### config.mk
export PLATFORM = sky130hd
export DESIGN_NAME = brj_branch_unit
export DESIGN_NICKNAME = d
export VERILOG_FILES = /design/src/rtl/brj_pkg.sv /design/src/rtl/brj_opnd_shape.sv /design/src/rtl/brj_cond.sv /design/src/rtl/brj_addr.sv /design/src/rtl/brj_branch_unit.sv
export SDC_FILE = /design/constraint.sdc
export NUM_CORES = 1
export LEC_CHECK = 0
export ABC_AREA = 0
export BUFFER_PORTS_ARGS = -buffer_cell sky130_fd_sc_hd__buf_4
export CAP_MARGIN = 20
export CORE_ASPECT_RATIO = 0.8
export CORE_MARGIN = 1
export CORE_UTILIZATION = 50
export DETAILED_ROUTE_END_ITERATION = 12
export GPL_ROUTABILITY_DRIVEN = 0
export PLACE_DENSITY_LB_ADDON = 0.05
export SYNTH_ARGS = -nofsm -noshare
export SYNTH_HDL_FRONTEND = slang
export SYNTH_SLANG_ARGS = --single-unit
### constraint.sdc
create_clock -name clk -period 2.6 [get_ports clk]
set_input_delay 0.26 -clock clk [delete_from_list [all_inputs] [get_ports clk]]
set_output_delay 0.26 -clock clk [all_outputs]
set_load 0.01 [all_outputs]
### src/rtl/brj_pkg.sv
package brj_pkg;
   localparam int OPND_W = 64;
   localparam int OPC_W  = 8;

   typedef enum logic [1:0] {
      SZ_B1 = 2'd0,
      SZ_B2 = 2'd1,
      SZ_B4 = 2'd2,
      SZ_B8 = 2'd3
   } opnd_size_e;

   localparam logic [OPC_W-1:0] OPC_JA    = 8'd4;
   localparam logic [OPC_W-1:0] OPC_JA_Z  = 8'd5;
   localparam logic [OPC_W-1:0] OPC_JA_NZ = 8'd6;
   localparam logic [OPC_W-1:0] OPC_JR    = 8'd7;
   localparam logic [OPC_W-1:0] OPC_JR_Z  = 8'd8;
   localparam logic [OPC_W-1:0] OPC_JR_NZ = 8'd9;
endpackage

### src/rtl/brj_opnd_shape.sv
module brj_opnd_shape
   import brj_pkg::*;
(
   input  opnd_size_e        size_i,
   input  logic [OPND_W-1:0] raw_i,
   output logic [OPND_W-1:0] zext_o,
   output logic [OPND_W-1:0] sext_o,
   output logic [3:0]        nbytes_o
);
   localparam int N_SIZES = 4;

   logic [OPND_W-1:0] zc [N_SIZES];
   logic [OPND_W-1:0] sc [N_SIZES];

   // One candidate per width, picked by the size code
   for (genvar g = 0; g < N_SIZES; g++) begin : g_sz
      localparam int FW = 8 << g;
      if (FW < OPND_W) begin : g_part
         assign zc[g] = {{(OPND_W-FW){1'b0}}, raw_i[FW-1:0]};
         assign sc[g] = {{(OPND_W-FW){raw_i[FW-1]}}, raw_i[FW-1:0]};
      end else begin : g_full
         assign zc[g] = raw_i;
         assign sc[g] = raw_i;
      end
   end

   always_comb begin
      zext_o   = zc[size_i];
      sext_o   = sc[size_i];
      nbytes_o = 4'd1 << size_i;
   end
endmodule

### src/rtl/brj_cond.sv
module brj_cond
   import brj_pkg::*;
(
   input  logic [OPC_W-1:0] opcode_i,
   input  logic             zf_i,
   output logic             is_branch_o,
   output logic             is_rel_o,
   output logic             take_o
);
   always_comb begin
      is_branch_o = 1'b1;
      is_rel_o    = 1'b0;
      take_o      = 1'b0;
      case (opcode_i)
         OPC_JA:    take_o = 1'b1;
         OPC_JA_Z:  take_o = zf_i;
         OPC_JA_NZ: take_o = ~zf_i;
         OPC_JR:    begin is_rel_o = 1'b1; take_o = 1'b1;  end
         OPC_JR_Z:  begin is_rel_o = 1'b1; take_o = zf_i;  end
         OPC_JR_NZ: begin is_rel_o = 1'b1; take_o = ~zf_i; end
         default:   is_branch_o = 1'b0;
      endcase
   end
endmodule

### src/rtl/brj_addr.sv
module brj_addr
   import brj_pkg::*;
#(
   parameter int IPW = 16
) (
   input  logic [IPW-1:0]    ip_i,
   input  logic [3:0]        nbytes_i,
   input  logic [OPND_W-1:0] zext_i,
   input  logic [OPND_W-1:0] sext_i,
   input  logic              is_branch_i,
   input  logic              is_rel_i,
   input  logic              take_i,
   output logic [IPW-1:0]    next_o
);
   logic [OPND_W-1:0] seq_full;
   logic [OPND_W-1:0] rel_full;

   always_comb begin
      seq_full = OPND_W'(ip_i) + OPND_W'(nbytes_i) + OPND_W'(1);
      rel_full = seq_full + sext_i;
      if (!is_branch_i)
         next_o = ip_i;
      else if (!take_i)
         next_o = seq_full[IPW-1:0];
      else if (is_rel_i)
         next_o = rel_full[IPW-1:0];
      else
         next_o = zext_i[IPW-1:0];
   end
endmodule

### src/rtl/brj_branch_unit.sv
module brj_branch_unit
   import brj_pkg::*;
#(
   parameter  int MEM_BYTES = 65536,
   localparam int IPW       = $clog2(MEM_BYTES)
) (
   input  logic              clk,
   input  logic              rst_n,
   input  logic              valid_i,
   input  logic [IPW-1:0]    ip_i,
   input  logic [OPC_W-1:0]  opcode_i,
   input  logic              zf_i,
   input  logic [1:0]        size_i,
   input  logic [OPND_W-1:0] operand_i,
   output logic              valid_o,
   output logic [IPW-1:0]    next_ip_o,
   output logic              taken_o
);
   if (MEM_BYTES < 2 || (MEM_BYTES & (MEM_BYTES - 1)) != 0) begin : g_bad_mem
      $error("MEM_BYTES must be a power of two of at least 2");
   end

   logic [OPND_W-1:0] zext, sext;
   logic [3:0]        nbytes;
   logic              is_branch, is_rel, take;
   logic [IPW-1:0]    next_c;

   brj_opnd_shape u_shape (
      .size_i   (opnd_size_e'(size_i)),
      .raw_i    (operand_i),
      .zext_o   (zext),
      .sext_o   (sext),
      .nbytes_o (nbytes)
   );

   brj_cond u_cond (
      .opcode_i    (opcode_i),
      .zf_i        (zf_i),
      .is_branch_o (is_branch),
      .is_rel_o    (is_rel),
      .take_o      (take)
   );

   brj_addr #(.IPW(IPW)) u_addr (
      .ip_i        (ip_i),
      .nbytes_i    (nbytes),
      .zext_i      (zext),
      .sext_i      (sext),
      .is_branch_i (is_branch),
      .is_rel_i    (is_rel),
      .take_i      (take),
      .next_o      (next_c)
   );

   always_ff @(posedge clk or negedge rst_n) begin
      if (!rst_n) begin
         valid_o   <= 1'b0;
         next_ip_o <= '0;
         taken_o   <= 1'b0;
      end else begin
         valid_o   <= valid_i;
         taken_o   <= valid_i & take;
         if (valid_i) next_ip_o <= next_c;
      end
   end

   p_valid_follows_r8: assert property (@(posedge clk) disable iff (!rst_n)
      valid_i |=> valid_o);
   p_idle_quiet_r8: assert property (@(posedge clk) disable iff (!rst_n)
      !valid_i |=> (!valid_o && !taken_o));
   p_uncond_abs_r1: assert property (@(posedge clk) disable iff (!rst_n)
      (valid_i && opcode_i == OPC_JA && size_i == 2'd3)
      |=> (taken_o && next_ip_o == $past(operand_i[IPW-1:0])));
   p_skip_operand_r6: assert property (@(posedge clk) disable iff (!rst_n)
      (valid_i && opcode_i == OPC_JA_Z && !zf_i && size_i == 2'd0)
      |=> (!taken_o && next_ip_o == IPW'($past(ip_i) + IPW'(2))));
   p_other_opc_r9: assert property (@(posedge clk) disable iff (!rst_n)
      (valid_i && (opcode_i < OPC_JA || opcode_i > OPC_JR_NZ))
      |=> (!taken_o && next_ip_o == $past(ip_i)));
endmodule

==> reports/summary.txt <==
status - finished with violations
failing checks - setup timing
Clock transition at path regs - 0.08 ns
most common cell in the netlist - nand2_1
async set-reset flop share out of synthesis - 1.00
Setup Viol. Count Final - 15
Register Area - 450 um2
Comb pwr share - 0.652
Final nets - 605
Global Route Usage Sum - 0.389
Least-Margin Pin Slew - 0.752 ns
Min Hold Slack - 0.264 ns
Yosys reg bits - 18
clk_lat worst skew - 0.25 ns
Req. time, crit path - 2.74 ns
area of the multi-input gates - 2440 um2
share of cells above drive strength 1 - 0.490
Power Internal - 965 uW
Area contributors post-synth - dfrtp_1 18%, ha_1 9.9%, nand2_1 6.2%
Worst setup EP type - flip-flop
Arr. time, crit path - 3.83 ns
Crit Path Category - input pin to flip-flop
Slew HR - 0.499
largest net degree at the start of global routing - 36
PortBufs - 63
final cycle utilization of the critical path - 1.42
Startpoint Class - input pin
final hold vios - 0
WL/cell - 25.7 um
ys flop type - dfrtp_1
Max-cap violations - 0
most frequent cells after synthesis - 42 x nand2_1, 35 x nor2_1, 28 x a21oi_1, 20 x ha_1, 18 x dfrtp_1
design area - 4320 um2
post-DP HPWL - 6.66 mm
1st-iter DRT viols - 740
die area - 5370 um2
GRT overflow - 0
Flop pwr share - 0.200
clk buf depth - 2
DRT Wirelength - 14.1 mm
Hold Path Class - input pin to flip-flop
io pins - 112
Root Buffer - clkbuf_8
H-tree levels - 1
fill count - 170
Antenna Cells - 0
Pins Over Slew Limit - 0
initial antenna violation count - 0
Layout Cells excl Fill - 548
synth warn - 0
placed instance count - 515
setup TNS - -10.46 ns
Worst VDD drop - 0.291 mV
RSZ-0062 raised after global routing - yes
starting density of the core - 0.536
Final ANT Viol Nets - 0
DRC viols - 0
Die Y - 65.7 um
core region area - 4730 um2
setup ws final - -1.09 ns
die width - 81.7 um
Mapped Nets - 456
area leader, netlist - dfrtp_1
CTS tree - done
Net Sw Frac - 0.405
leakage - 2.01 nW
Pwr per Cell Area - 376 nW/um2
post-synthesis area per instance - 7.47 um2
post-synth top area share - 0.177
Vias/cell - 7.29
CTS Sinks - 18
Max Clock Freq - 271 MHz
Post-synth EDFFs - 0
vias after detailed routing - 3997
sequential area share after synthesis - 0.177
Netlist cell types - 59
Gate Count Post-Synth - 340
Rows - 22
Layout area overhead - 70.1%
drt pass-1 iters - 6
clock power share - 0.148
placed cell area - 3610 um2
worst-path fanout max - 4
Net Sw Power - 657 uW
Syn Std Cell Area - 2540 um2
Final Skew - 0 ns
cts bufs inserted - 3
fin crit period - 3.69 ns
first-pass GRT wire length - 15.6 mm
vias in the first global route - 3173
[worst paths after layout]
path | start | end | slack (ns) | cells past startpoint
setup / recovery | size_i[1] | next_ip_o[11] | -1.09 | 19
hold / removal | operand_i[14] | next_ip_o[14] | 0.26 | 3
setup reg to reg | next_ip_o[15] | next_ip_o[15] | 1.34 | 4
hold reg to reg | next_ip_o[0] | next_ip_o[0] | 0.53 | 2
max in group asynchronous | rst_n | next_ip_o[8] | 1.95 | 2
min in group asynchronous | rst_n | next_ip_o[3] | 0.43 | 2
[logic make-up after synthesis]
| group | after synthesis | share of synthesized area |
|---|---|---|
| flops | 18 | 0.177 |
| compound gates | 103 | 0.274 |
| xor+xnor | 31 | 0.116 |
| simple gates | 138 | 0.267 |
| fa+ha+maj | 22 | 0.114 |
| mux | 3 | 0.0133 |
| buf+inv | 25 | 0.0384 |
[state kept, by name, summed over array words and instances (netlist names)]
register / cells
next_ip_o: 16
taken_o: 1
valid_o: 1
[worst max-delay path, cell delays in order]
cell      delay (ns)
buf_8           0.10
or2_4           0.27
ha_4            0.17
fa_2            0.33
nand2b_4        0.17
nand2b_4        0.08
a21oi_4         0.07
xnor2_2         0.25
ha_4            0.27
and2_4          0.16
a221oi_4        0.29
a21oi_1         0.13
o211a_1         0.27
o221ai_2        0.24
buf_4           0.17
xor2_2          0.13
a31oi_1         0.12
o221ai_1        0.25
o21ai_1         0.11
[cells in the final DEF (no fill, tap or decap), drive strengths merged, types with 8 or more instances in the layout]
cell / Yosys / layout
buf: 2 / 158
nand2: 42 / 42
nor2: 35 / 35
a21oi: 30 / 30
o21ai: 22 / 22
ha: 20 / 20
dfrtp: 18 / 18
xnor2: 17 / 17
xor2: 13 / 13
nand3: 11 / 11
inv: 10 / 10
a211oi: 8 / 8
[per-layer routing]
layer,vias to the layer above,global-route usage,part of all wire
met5,-,0,0
met1,1785,0.525,0.34
met4,0,0.162,0.097
li1,1538,-,-
met3,176,0.0625,0.16
met2,498,0.610,0.41
[metrics by stage]
stage / setup WS (ns) / utilization / total power [mW]
6_report: -1.09 / 0.912 / 1.62
5_1_grt: -1.12 / 0.912 / 1.66
4_1_cts: -0.812 / 0.846 / 1.36
3_5_place_dp: -1.14 / 0.762 / 1.01
3_3_place_gp: -1.06 / 0.762 / 0.994
2_1_floorplan: -0.960 / - / 0.711
[cell type report]
class / instances / share of cell area
timing repair buffer: 159 / 0.292
clock buffer: 4 / 0.0127
sequential: 18 / 0.104
inverter: 10 / 0.00869
tap: 60 / 0.0174
multi-input combinational: 297 / 0.565
[repair_timing]
action | 4_1_cts | 5_1_grt
hold endpoints to repair | 18 | 0
setup endpoints to repair | 14 | 15
pin swaps | 36 | 49
gates resized for setup | 39 | 50
setup buffers | 22 | 11
hold buffers | 1 | 0
[power by group through the flow]
stage | Sequential (mW) | Clock [mW] | Combinational [mW]
floorplan | 0.334 | 0 | 0.377
global placement | 0.325 | 0 | 0.670
detailed placement | 0.326 | 0 | 0.685
CTS | 0.321 | 0.236 | 0.805
global route | 0.325 | 0.252 | 1.09
finish | 0.324 | 0.240 | 1.06
Power figures use the tool's default switching activity.
